<file path="src/rtl/prd_dma_pkg.sv">
package prd_dma_pkg;
  localparam int ADDR_W     = 32;
  localparam int SEG_W      = 17;
  localparam int DESC_BYTES = 8;

  typedef enum logic [2:0] {
    ST_IDLE, ST_STEP, ST_FREQ, ST_FWAIT, ST_BURST
  } prd_state_e;

  typedef struct packed {
    logic [ADDR_W-1:0] addr;
    logic [SEG_W-1:0]  len;
    logic              last;
  } prd_entry_t;
endpackage

</file>
<file path="src/rtl/prd_desc_decode.sv">
module prd_desc_decode
  import prd_dma_pkg::*;
(
  input  logic [63:0] raw,
  output prd_entry_t  ent
);
  logic [15:0] masked;

  always_comb begin
    masked   = raw[47:32] & 16'hFFFE;
    ent.addr = raw[31:0];
    ent.len  = (masked == 16'd0) ? 17'h10000 : {1'b0, masked};
    ent.last = raw[63];
  end
endmodule

</file>
<file path="src/rtl/prd_chunk_calc.sv">
module prd_chunk_calc #(
  parameter int LEN_W     = 20,
  parameter int MAX_BURST = 256,
  parameter int SEG_W     = 17,
  localparam int BURST_W  = $clog2(MAX_BURST) + 1,
  localparam int CMP_W    = (LEN_W > SEG_W) ? LEN_W : SEG_W
) (
  input  logic [SEG_W-1:0]   seg_left,
  input  logic [LEN_W-1:0]   req_left,
  output logic [BURST_W-1:0] chunk
);
  logic [CMP_W-1:0] s, r, m;

  always_comb begin
    s = CMP_W'(seg_left);
    r = CMP_W'(req_left);
    m = (s < r) ? s : r;
    if (m > CMP_W'(MAX_BURST)) m = CMP_W'(MAX_BURST);
    chunk = m[BURST_W-1:0];
  end
endmodule

</file>
<file path="src/rtl/prd_dma_engine.sv">
module prd_dma_engine
  import prd_dma_pkg::*;
#(
  parameter int LEN_W      = 20,
  parameter int MAX_BURST  = 256,
  parameter int TABLE_SPAN = 4096,
  localparam int BURST_W   = $clog2(MAX_BURST) + 1
) (
  input  logic               clk,
  input  logic               rst,
  input  logic               start,
  input  logic               to_mem,
  input  logic [31:0]        tbl_base,
  input  logic [LEN_W-1:0]   xfer_len,
  output logic               busy,
  output logic               done,
  output logic               short_err,
  output logic               mem_req_valid,
  input  logic               mem_req_ready,
  output logic [31:0]        mem_req_addr,
  output logic [BURST_W-1:0] mem_req_len,
  output logic               mem_req_write,
  output logic               mem_req_desc,
  input  logic               mem_rsp_valid,
  input  logic [63:0]        mem_rsp_data
);
  prd_state_e        state_q;
  logic [ADDR_W-1:0] base_q, ptr_q, seg_addr_q, walked;
  logic [SEG_W-1:0]  seg_left_q;
  logic              seg_last_q, dir_q, table_end;
  logic [LEN_W-1:0]  req_left_q;
  prd_entry_t        fetched;
  logic [BURST_W-1:0] chunk;

  prd_desc_decode u_decode (.raw(mem_rsp_data), .ent(fetched));

  prd_chunk_calc #(.LEN_W(LEN_W), .MAX_BURST(MAX_BURST), .SEG_W(SEG_W)) u_chunk (
    .seg_left(seg_left_q), .req_left(req_left_q), .chunk(chunk)
  );

  assign walked    = ptr_q - base_q;
  assign table_end = seg_last_q || (walked >= ADDR_W'(TABLE_SPAN));
  assign busy      = (state_q != ST_IDLE);

  always_ff @(posedge clk) begin
    if (rst) begin
      state_q       <= ST_IDLE;
      base_q        <= '0;
      ptr_q         <= '0;
      seg_addr_q    <= '0;
      seg_left_q    <= '0;
      seg_last_q    <= 1'b0;
      req_left_q    <= '0;
      dir_q         <= 1'b0;
      done          <= 1'b0;
      short_err     <= 1'b0;
      mem_req_valid <= 1'b0;
      mem_req_addr  <= '0;
      mem_req_len   <= '0;
      mem_req_write <= 1'b0;
      mem_req_desc  <= 1'b0;
    end else begin
      done      <= 1'b0;
      short_err <= 1'b0;
      case (state_q)
        ST_IDLE: begin
          if (start) begin
            base_q     <= tbl_base;
            ptr_q      <= tbl_base;
            seg_addr_q <= '0;
            seg_left_q <= '0;
            seg_last_q <= 1'b0;
            req_left_q <= xfer_len;
            dir_q      <= to_mem;
            state_q    <= ST_STEP;
          end
        end
        ST_STEP: begin
          if (seg_left_q == '0) begin
            if (table_end) begin
              done      <= (req_left_q == '0);
              short_err <= (req_left_q != '0);
              state_q   <= ST_IDLE;
            end else begin
              mem_req_valid <= 1'b1;
              mem_req_addr  <= ptr_q;
              mem_req_len   <= BURST_W'(DESC_BYTES);
              mem_req_write <= 1'b0;
              mem_req_desc  <= 1'b1;
              state_q       <= ST_FREQ;
            end
          end else if (req_left_q == '0) begin
            seg_addr_q <= seg_addr_q + ADDR_W'(seg_left_q);
            seg_left_q <= '0;
          end else begin
            mem_req_valid <= 1'b1;
            mem_req_addr  <= seg_addr_q;
            mem_req_len   <= chunk;
            mem_req_write <= dir_q;
            mem_req_desc  <= 1'b0;
            state_q       <= ST_BURST;
          end
        end
        ST_FREQ: begin
          if (mem_req_ready) begin
            mem_req_valid <= 1'b0;
            ptr_q         <= ptr_q + ADDR_W'(DESC_BYTES);
            state_q       <= ST_FWAIT;
          end
        end
        ST_FWAIT: begin
          if (mem_rsp_valid) begin
            seg_addr_q <= fetched.addr;
            seg_left_q <= fetched.len;
            seg_last_q <= fetched.last;
            state_q    <= ST_STEP;
          end
        end
        ST_BURST: begin
          if (mem_req_ready) begin
            mem_req_valid <= 1'b0;
            seg_addr_q    <= seg_addr_q + ADDR_W'(mem_req_len);
            seg_left_q    <= seg_left_q - SEG_W'(mem_req_len);
            req_left_q    <= req_left_q - LEN_W'(mem_req_len);
            state_q       <= ST_STEP;
          end
        end
        default: state_q <= ST_IDLE;
      endcase
    end
  end
endmodule

</file>
<file path="config.mk">
export PLATFORM = sky130hd
export DESIGN_NAME = prd_dma_engine
export DESIGN_NICKNAME = d
export VERILOG_FILES = /design/src/rtl/prd_dma_pkg.sv /design/src/rtl/prd_desc_decode.sv /design/src/rtl/prd_chunk_calc.sv /design/src/rtl/prd_dma_engine.sv
export SDC_FILE = /design/constraint.sdc
export NUM_CORES = 1
export LEC_CHECK = 0
export BUFFER_PORTS_ARGS = -buffer_cell sky130_fd_sc_hd__buf_2
export CAP_MARGIN = 20
export CORE_MARGIN = 2
export CORE_UTILIZATION = 35
export CTS_BUF_LIST = sky130_fd_sc_hd__clkbuf_4
export DETAILED_ROUTE_END_ITERATION = 16
export MAX_ROUTING_LAYER = met4
export PLACE_DENSITY = 0.55
export SYNTH_ARGS = -nofsm -noshare
export SYNTH_HDL_FRONTEND = slang
export SYNTH_SLANG_ARGS = --single-unit
</file>
<file path="constraint.sdc">
create_clock -name clk -period 4.41 [get_ports clk]
set_input_delay 0.441 -clock clk [delete_from_list [all_inputs] [get_ports clk]]
set_output_delay 0.441 -clock clk [all_outputs]
set_load 0.02 [all_outputs]
</file>
==> impl_metrics.py, run 1 <==
metrics = {
    "placement": {
        "io_buffers": 152,
        "gp_congestion": 0.871,
        "dpl.hpwl_um": 33100,
        "dp_cells": 2234,
    },
    "timing": {
        "min_period_ns": 4.08,
        "rsz0062_at_grt": "false",
        "report.final.slew_viol_count": 0,
        "finClkSkew_ns": 0.0329,
        "holdWs_ns": 0.0671,
        "relSlewSlack_pct": 29.2,
        "tns_ns": 0,
        "setup-violations-final": 0,
        "fmax_ghz": 0.245,
        "tightest_slew_ns": 1.06,
        "hold_viol_final": 0,
        "period_share_pct": 92.5,
    },
    "power": {
        "power_density_mw_per_mm2": 828,
        "seq_power_share_pct": 23.3,
        "p_leak_nw": 5.87,
        "switching_power_w": 0.00632,
        "clockPowerShare_pct": 8.4,
        "internal_power_w": 0.00559,
        "vdd_ir_drop_max_mv": 0.395,
        "combinationalPowerShare_pct": 68.3,
        "switching_share_pct": 53.1,
    },
    "layout": {
        "fin_nets": 1994,
        "fill_cells": 3810,
        "layout-drive-gt1-share_pct": 14.4,
        "syn_to_final_growth_pct": 12.2,
        "layout.cells.non_filler": 2266,
    },
    "logic_synthesis": {
        "syn_inst": 1681,
        "synth_area_leaders": "dfxtp_1 (29%), ha_1 (8.1%), a21oi_1 (6.7%), nand2_1 (5.8%), o21ai_0 (3.9%)",
        "yosysUniqueCellTypes": 76,
        "synth.top_cell.area_share_pct": 28.8,
        "syn_nets": 1890,
        "synth_edf_count": 0,
        "ys_seq_area_share_pct": 28.8,
        "syn_area_per_cell_um2": 7.62,
        "yosysWarnings": 0,
        "synth_flop_cell": "dfxtp_1",
        "async_reset_ff_share_pct": 0,
        "ys_ff_latch": 184,
        "syn_area_mm2": 0.0128,
        "synth_top_area_cell": "dfxtp_1",
    },
    "global_route": {
        "grt-ovfl-total": 0,
        "grt_pass1_wl_um": 69500,
        "grt_max_degree": 66,
        "grt_pass1_vias": 12277,
        "grt_use_total_pct": 23.8,
        "antenna_found_initial": 1,
    },
    "worst_setup_path": {
        "r2r-end": "mem_req_addr[15]",
        "slowest_delay_ns": 0.47,
        "cp-start-kind": "flip-flop",
        "worst-path-buf-inv": 2,
        "cp-end-kind": "flip-flop",
        "timing.rr.start": "ptr_q[17]",
        "crit_type": "flip-flop to flip-flop",
        "path_common_cell": "buf_12",
        "ff2ff_setup_slack_ns": 0.33,
        "crit_fanout": 48,
        "critPathArrivalTime_ns": 4.54,
        "cp_slowest_cell": "ha_1",
        "critPathTopFamily": "simple AND/OR/NAND/NOR gates",
        "critPathRequiredTime_ns": 4.87,
        "cp_cell_sequence": "ha_1 -> nand4_2 -> or2_0 -> or3_1 -> a211oi_2 -> o31a_1 -> o21ai_1 -> and4b_1 -> nor4_2 -> or3b_1 -> buf_12 -> nand2_4 -> buf_12 -> a211oi_1",
        "reg2reg_depth": 14,
    },
    "hold_path": {
        "min_path_cells": 3,
        "min_from": "to_mem",
        "hold_end": "dir_q",
        "min_path_type": "input pin to flip-flop",
    },
    "die": {
        "core_area_mm2": 0.0363,
        "row_count": 70,
        "die_h_um": 195,
        "die_area_mm2": 0.0381,
        "dieWidth_um": 195,
        "start_util_pct": 35.2,
        "ios": 169,
    },
    "clock_network": {
        "postCtsSetupBuffers": 0,
        "clk_latency_ns": 0.62,
        "clock-root-buffer": "clkbuf_4",
        "cts_tree": "yes",
        "clock_sinks": 184,
        "clkTransAtPathRegs_ns": 0.16,
        "htree_levels": 4,
        "cts_made_buffers": 17,
        "cts_buffer_depth": 2,
    },
    "run": {
        "maxCapViolCount": 0,
    },
    "detailed_routing": {
        "drt-pass1-iter-count": 5,
        "route.detailed.drc": 0,
        "drt_iter0_markers": 908,
        "wirelength_um": 44400,
        "wire_per_inst_um": 19.6,
        "vias_per_cell": 5.75,
        "ant_nets": 0,
        "vias": 13031,
    },
    "run_status": {
        "outcome": "completed",
    },
}
==> how the worst max path moves through the flow <==
stage	slack, ns	start	depth (start not counted)	endpoint
after global placement	0.18	ptr_q[0]	17	mem_req_len[5]
after global routing	0.04	state_q[1]	19	seg_addr_q[22]
after detailed placement	0.15	ptr_q[0]	17	mem_req_len[6]
final	0.33	ptr_q[17]	14	mem_req_addr[15]
after CTS	0.14	ptr_q[0]	17	mem_req_len[6]
after floorplan	0.08	state_q[2]	20	seg_addr_q[26]
==> logic make-up (layout without fill, tap and decap cells) <==
group                    Yosys count  in the layout  share of synthesized area, %
AO/OA/AOI/OAI                    556            556                          28.7
adder cells (fa/ha/maj)           87             87                          8.73
other                              0              1                             0
XOR/XNOR                          43             43                          2.94
flip-flops                       184            184                          28.8
buffers and inverters            198            314                          6.11
AND/OR/NAND/NOR                  572            572                          21.5
multiplexers                      41             41                          3.25
==> routing by layer <==
layer	GRT usage [%]	part of all wire, %	routed length, um
met5	-	0	0
met4	6.05	2.1	920
met3	2.92	4.1	1820
met2	39.1	48	21200
met1	31.0	46	20400
==> state kept, by name, summed over array words and instances (netlist names) <==
| register | cells |
|---|---|
| req_left_q | 20 |
| state_q | 3 |
| seg_last_q | 1 |
| mem_req_desc | 1 |
| short_err | 1 |
| mem_req_len | 9 |
| done | 1 |
| mem_req_valid | 1 |
| ptr_q | 32 |
| seg_left_q | 17 |
| base_q | 32 |
| seg_addr_q | 32 |
| mem_req_write | 1 |
| dir_q | 1 |
| mem_req_addr | 32 |
==> worst min-delay path: stages <==
cell     delay, ns
buf_2         0.10
nand2_1       0.06
a21oi_1       0.05
==> cell usage after synthesis, drive strengths merged, types with 17 or more instances <==
cell type  count
clkbuf        93
nor3          46
o21ai        101
nor3b         31
xor2          19
ha            83
xnor2         24
a221oi        27
mux2i         36
a211oi        59
a21oi        171
inv           93
nor2         123
nor2b         17
nand3         41
dfxtp        184
nand2        198
a31oi         22
a21o          20
and3          26
==> power by group through the flow <==
stage / clock, W / sequential, W / combinational [W]
after floorplan: 0 / 0.00274 / 0.00584
after global placement: 0 / 0.00280 / 0.00793
after detailed placement: 0 / 0.00281 / 0.00799
after CTS: 0.00102 / 0.00277 / 0.00804
after global routing: 0.00109 / 0.00284 / 0.00903
final: 0.000994 / 0.00278 / 0.00813
==> through the flow <==
step | setup WS, ns | cell area (um2) | utilization [%] | power [W]
2_1_floorplan | 0.0768 | 12800 | - | 0.00858
3_3_place_gp | 0.181 | 14100 | 38.7 | 0.0107
3_5_place_dp | 0.149 | 14100 | 38.7 | 0.0108
4_1_cts | 0.138 | 14400 | 39.5 | 0.0118
5_1_grt | 0.0399 | 14400 | 39.5 | 0.0130
6_report | 0.330 | 14400 | 39.5 | 0.0119
==> repair_timing <==
item / CTS / global route
hold buffers: 0 / 0
setup endpoints to repair: 0 / 40
gates resized for setup: 0 / 3
==> cells in the final DEF (no fill, tap or decap), types with 8 or more instances in the layout <==
cell type	instances
nand2_1	195
dfxtp_1	184
a21oi_1	169
buf_2	151
nor2_1	120
o21ai_0	99
inv_1	93
ha_1	83
a211oi_1	48
nor3_1	46
nand3_1	40
mux2i_1	36
buf_4	35
nor3b_1	31
a221oi_1	27
and3_1	26
xnor2_1	24
a31oi_1	21
a21o_1	20
xor2_1	19
clkbuf_4	19
nor2b_1	17
and2_1	16
nand2b_1	16
nor4_1	15
o21a_1	15
o31ai_1	14
o211ai_1	14
a22oi_1	13
nand4_1	11
a211oi_2	11
a21boi_0	9
or2_2	8
o41ai_1	8
a2111oi_0	8
o32ai_1	8
==> area by class of cell <==
cell class	count	area, um2	area share [%]
multi-input cells	1299	8400	58.4
inverters	94	353	2.46
flip-flops and latches	184	3680	25.6
diodes	1	2.50	0.0174
clock buffers	19	143	0.993
well taps	468	586	4.07
clock inverters	12	128	0.888
repair buffers	189	1080	7.51
Power figures use the tool's default switching activity.
==> run 2: changes to the inputs <==
Settings changed: CELL_PAD_IN_SITES_DETAIL_PLACEMENT from default to 1, CELL_PAD_IN_SITES_GLOBAL_PLACEMENT from default to 2, CORE_UTILIZATION 35 to 32, PLACE_DENSITY 0.55 to 0.9.
==> run 2 against run 1 <==
  * Final cell count is 2.6% higher
  * Highest routed layer unchanged
  * Wire length up 9.0%
  * Clock power is 2.8% lower
  * Core utilization decreased by 3.0 points
  * Design area grew 0.78%
  * Worst setup slack lost 0.026 ns
  * Die area grew 9.2%
  * Clock skew rose by 0.0043 ns
  * Critical endpoint is now mem_req_addr[16]
  * Largest cell class unchanged
  * Via count rose by 2.4%
==> impl_metrics.py, run 2 (synthesis gave the netlist of run 1 again) <==
metrics = {
    "worst_setup_path": {
        "crit_type": "flip-flop to flip-flop",
        "critPathTopFamily": "simple AND/OR/NAND/NOR gates",
        "worst-path-buf-inv": 2,
        "slowest_delay_ns": 0.49,
        "cp_slowest_cell": "ha_1",
        "cp-start-kind": "flip-flop",
        "cp_cell_sequence": "ha_1 -> nand4_1 -> or3_1 -> or2_2 -> o221ai_1 -> xor2_1 -> nor2_1 -> and4_1 -> nand4_1 -> or3b_1 -> buf_12 -> nand2_4 -> buf_12 -> a211oi_1",
        "critPathArrivalTime_ns": 4.57,
        "critPathRequiredTime_ns": 4.88,
        "crit_fanout": 48,
        "cp-end-kind": "flip-flop",
    },
    "power": {
        "p_total_w": 0.0121,
        "power_density_mw_per_mm2": 839,
        "p_leak_nw": 5.89,
        "vdd_ir_drop_max_mv": 0.445,
    },
    "run": {
        "maxCapViolCount": 0,
    },
    "die": {
        "dieWidth_um": 204,
        "die_h_um": 204,
        "row_count": 73,
        "start_util_pct": 32.3,
        "core_area_mm2": 0.0396,
        "ios": 169,
        "die_area_mm2": 0.0417,
    },
    "layout": {
        "fin_nets": 1993,
        "layout-drive-gt1-share_pct": 14.6,
        "syn_to_final_growth_pct": 13.0,
        "layout.cells.non_filler": 2324,
        "final_cell_mix": "nand2_1 (194), dfxtp_1 (184), a21oi_1 (169), buf_2 (151), nor2_1 (121)",
        "final_core_util_pct": 36.5,
        "final_common_cell": "nand2_1",
    },
    "global_route": {
        "antenna_found_initial": 2,
        "grt_pass1_vias": 13466,
        "grt_use_total_pct": 23.5,
        "grt_pass1_wl_um": 74800,
        "grt_max_degree": 89,
        "grt-ovfl-total": 0,
    },
    "clock_network": {
        "clock-root-buffer": "clkbuf_4",
        "clk_latency_ns": 0.64,
        "clkTransAtPathRegs_ns": 0.17,
        "cts_buffer_depth": 2,
        "clock_sinks": 184,
        "cts_made_buffers": 17,
        "cts_tree": "yes",
        "htree_levels": 4,
    },
    "run_status": {
        "outcome": "completed",
    },
    "timing": {
        "tns_ns": 0,
        "finClkSkew_ns": 0.0372,
        "period_share_pct": 93.1,
        "rsz0062_at_grt": "false",
        "setup_slack_ns": 0.303,
        "hold_viol_final": 0,
        "report.final.slew_viol_count": 0,
        "min_period_ns": 4.11,
        "fmax_ghz": 0.244,
        "relSlewSlack_pct": 27.1,
        "setup-violations-final": 0,
        "tightest_slew_ns": 1.09,
    },
    "detailed_routing": {
        "vias_per_cell": 5.74,
        "vias": 13346,
        "wire_per_inst_um": 20.8,
        "wirelength_um": 48300,
        "drt_iter0_markers": 873,
        "route.detailed.drc": 0,
        "ant_nets": 0,
        "drt-pass1-iter-count": 6,
    },
    "placement": {
        "place_ws_ns": 0.154,
        "gp_congestion": 0.878,
        "dp_cells": 2288,
        "io_buffers": 152,
        "dpl.hpwl_um": 36300,
    },
    "hold_path": {
        "min_path_type": "input pin to flip-flop",
    },
}
## run 2: per-layer routing
layer | wire length [um] | track usage, %
met1 | 21200 | 29.0
met3 | 2060 | 3.32
met4 | 1650 | 8.88
met5 | 0 | -
met2 | 23400 | 39.0
## run 2: through the flow
step                hold WS (ns)  instance area (um2)
floorplan                  0.436                12800
global placement           0.442                14100
detailed placement         0.448                14100
CTS                       0.0144                14400
global route              0.0198                14500
finish                    0.0634                14500
## run 2: tightest hold or removal path, cell delays in order
cell and delay (ns):
buf_2 0.09, nand3_1 0.05, a31oi_1 0.08
## run 2: cell type report
cell class	count	area [um2]
Antenna cell	2	5.00
Clock buffer	20	150
Clock inverter	12	104
Fill cell	4915	25200
Inverter	94	353
Multi-Input combinational cell	1299	8420
Sequential cell	184	3680
Tap cell	525	657
Timing Repair Buffer	188	1110
## run 2: power by group
part,internal (W),switching (W)
Clock,0.000295,0.000671
Sequential,0.00217,0.000623
Combinational,0.00312,0.00526
Total,0.00559,0.00655
## run 2: worst paths after layout
check	depth (start not counted)	to	from	slack, ns
min	3	seg_addr_q[19]	mem_rsp_data[19]	0.06
max	14	mem_req_addr[16]	ptr_q[15]	0.30
min reg2reg	2	base_q[1]	base_q[1]	0.47
max reg2reg	14	mem_req_addr[16]	ptr_q[15]	0.30
## run 2: repair_timing
| item | 4_1_cts | 5_1_grt |
|---|---|---|
| setup endpoints to repair | 0 | 41 |
| gates resized for setup | 0 | 8 |
| buffers inserted | 0 | 0 |
| hold buffers | 0 | 0 |
==> run 3: changes to the inputs <==
Settings changed: CELL_PAD_IN_SITES_GLOBAL_PLACEMENT 2 to 1, CORE_UTILIZATION 32 to 35, PLACE_DENSITY 0.9 to default, PLACE_DENSITY_LB_ADDON from default to 0.25.
==> run 3 against run 2 <==
  * Via count is 1.1% lower
  * Power increased by 0.11%
  * Largest power group unchanged
  * Fmax increased by 0.34%
  * Core utilization grew 3.2 points
  * Wire length shrank 1.4%
  * First-iteration DRC count is 26% lower
  * Worst setup slack improved by 0.014 ns
  * Final cell count fell by 2.2%
  * Global-route usage is 2.1 points higher
  * Hold slack worse by 0.023 ns
  * Combinational power hardly changed
==> impl_metrics.py, run 3 (synthesis gave the netlist of run 1 again) <==
metrics = {
    "clock_network": {
        "htree_levels": 4,
        "clock_sinks": 184,
        "clkTransAtPathRegs_ns": 0.18,
        "cts_tree": "yes",
        "cts_made_buffers": 17,
        "clock-root-buffer": "clkbuf_4",
        "cts_buffer_depth": 2,
        "clk_latency_ns": 0.66,
    },
    "worst_setup_path": {
        "cp_cell_sequence": "nor2_1 -> and2_2 -> buf_4 -> a21o_1 -> inv_1 -> fa_1 -> nor2b_1 -> o21ai_0 -> a21boi_1 -> o31ai_1 -> a21oi_1 -> o21ai_0 -> o41ai_1 -> buf_4 -> nand2_1 -> o31ai_2 -> nand2_1 -> a21oi_1",
        "cp-end-kind": "flip-flop",
        "cp-start-kind": "flip-flop",
        "slowest_delay_ns": 0.45,
        "cp_slowest_cell": "fa_1",
        "ff2ff_setup_slack_ns": 0.32,
        "critPathRequiredTime_ns": 5.00,
        "crit_type": "flip-flop to flip-flop",
        "critPathArrivalTime_ns": 4.68,
        "crit_fanout": 11,
    },
    "layout": {
        "syn_to_final_growth_pct": 12.8,
        "layout-drive-gt1-share_pct": 14.8,
        "final_cell_mix": "nand2_1 (195), dfxtp_1 (183), a21oi_1 (169), buf_2 (151), nor2_1 (120)",
        "fin_nets": 2001,
        "final_common_cell": "nand2_1",
    },
    "timing": {
        "report.final.slew_viol_count": 0,
        "tightest_slew_ns": 1.10,
        "tns_ns": 0,
        "rsz0062_at_grt": "true",
        "hold_viol_final": 0,
        "fmax_ghz": 0.244,
        "relSlewSlack_pct": 26.3,
        "finClkSkew_ns": 0.0378,
        "holdWs_ns": 0.0403,
        "period_share_pct": 92.8,
        "min_period_ns": 4.09,
        "setup-violations-final": 0,
    },
    "detailed_routing": {
        "drt_iter0_markers": 646,
        "vias_per_cell": 5.81,
        "wirelength_um": 47700,
        "route.detailed.drc": 0,
        "wire_per_inst_um": 21.0,
        "vias": 13201,
        "ant_nets": 0,
        "drt-pass1-iter-count": 6,
    },
    "power": {
        "switching_power_w": 0.00652,
        "combinationalPowerShare_pct": 68.7,
        "clockPowerShare_pct": 8.3,
        "p_leak_nw": 5.92,
        "p_total_w": 0.0122,
        "internal_power_w": 0.00564,
        "vdd_ir_drop_max_mv": 0.321,
        "switching_share_pct": 53.6,
        "power_density_mw_per_mm2": 842,
        "seq_power_share_pct": 23.0,
    },
    "placement": {
        "dpl.hpwl_um": 36000,
        "gp_congestion": 0.897,
        "io_buffers": 152,
    },
    "die": {
        "ios": 169,
        "dieWidth_um": 195,
        "row_count": 70,
        "die_h_um": 195,
        "start_util_pct": 35.2,
        "core_area_mm2": 0.0363,
        "die_area_mm2": 0.0381,
    },
    "global_route": {
        "grt_max_degree": 71,
        "grt_pass1_wl_um": 75000,
        "grt_use_total_pct": 25.6,
        "grt-ovfl-total": 0,
        "antenna_found_initial": 2,
        "grt_pass1_vias": 13460,
    },
    "run": {
        "maxCapViolCount": 0,
    },
    "run_status": {
        "outcome": "completed",
    },
    "hold_path": {
        "min_path_type": "input pin to flip-flop",
    },
}
==> run 3: critical path: cells and delay by family (launching register included) <==
| kind | cells | cell delay (ns) |
|---|---|---|
| fa+ha+maj | 1 | 0.45 |
| buf+inv | 3 | 0.50 |
| flops | 1 | 0.36 |
| compound gates | 9 | 1.89 |
| simple gates | 5 | 0.80 |
==> run 3: path summary, 6_finish.rpt <==
kind,from,endpoint,depth (start not counted)
setup / recovery,state_q[1],seg_addr_q[22],18
hold / removal,tbl_base[21],base_q[21],3
setup reg to reg,state_q[1],seg_addr_q[22],18
hold reg to reg,base_q[1],base_q[1],2
==> run 3: power by group through the flow <==
stage	sequential [W]	clock [W]	combinational [W]
2_1_floorplan	0.00274	0	0.00584
3_5_place_dp	0.00283	0	0.00823
4_1_cts	0.00279	0.00104	0.00828
6_report	0.00280	0.00101	0.00835
3_3_place_gp	0.00282	0	0.00801
5_1_grt	0.00286	0.00110	0.00933
==> run 3: what timing repair did <==
action / 4_1_cts / 5_1_grt
resized for setup: 0 / 7
hold endpoints to repair: 4 / 0
setup buffers: 0 / 0
endpoints found under the setup margin: 0 / 51
hold buffers: 4 / 0
==> run 3: cell type report <==
class	instances	area [um2]
clock buffer	19	143
tap	468	586
fill	4542	21900
clock inverter	11	125
multi-input combinational	1299	8410
sequential	184	3680
inverter	94	353
timing repair buffer	196	1140
antenna	2	5.00
==> run 3: routing by layer <==
metal	part of all wire, %	track usage, %	vias to the layer above
li1	-	-	6370
met1	45	31.9	6501
met2	49	43.2	261
met3	3.3	3.33	69
met4	2.8	7.97	0
met5	0	-	-
==> run 3: through the flow <==
stage / setup WS [ns] / cells / instance area (um2) / util, %
6_report: 0.317 / 2273 / 14400 / 39.7
5_1_grt: -0.0242 / 2273 / 14400 / 39.7
4_1_cts: 0.0562 / 2271 / 14400 / 39.7
3_5_place_dp: 0.0937 / 2237 / 14100 / 38.8
3_3_place_gp: 0.106 / 2237 / 14100 / 38.8
2_1_floorplan: 0.0768 / 1681 / 12800 / -
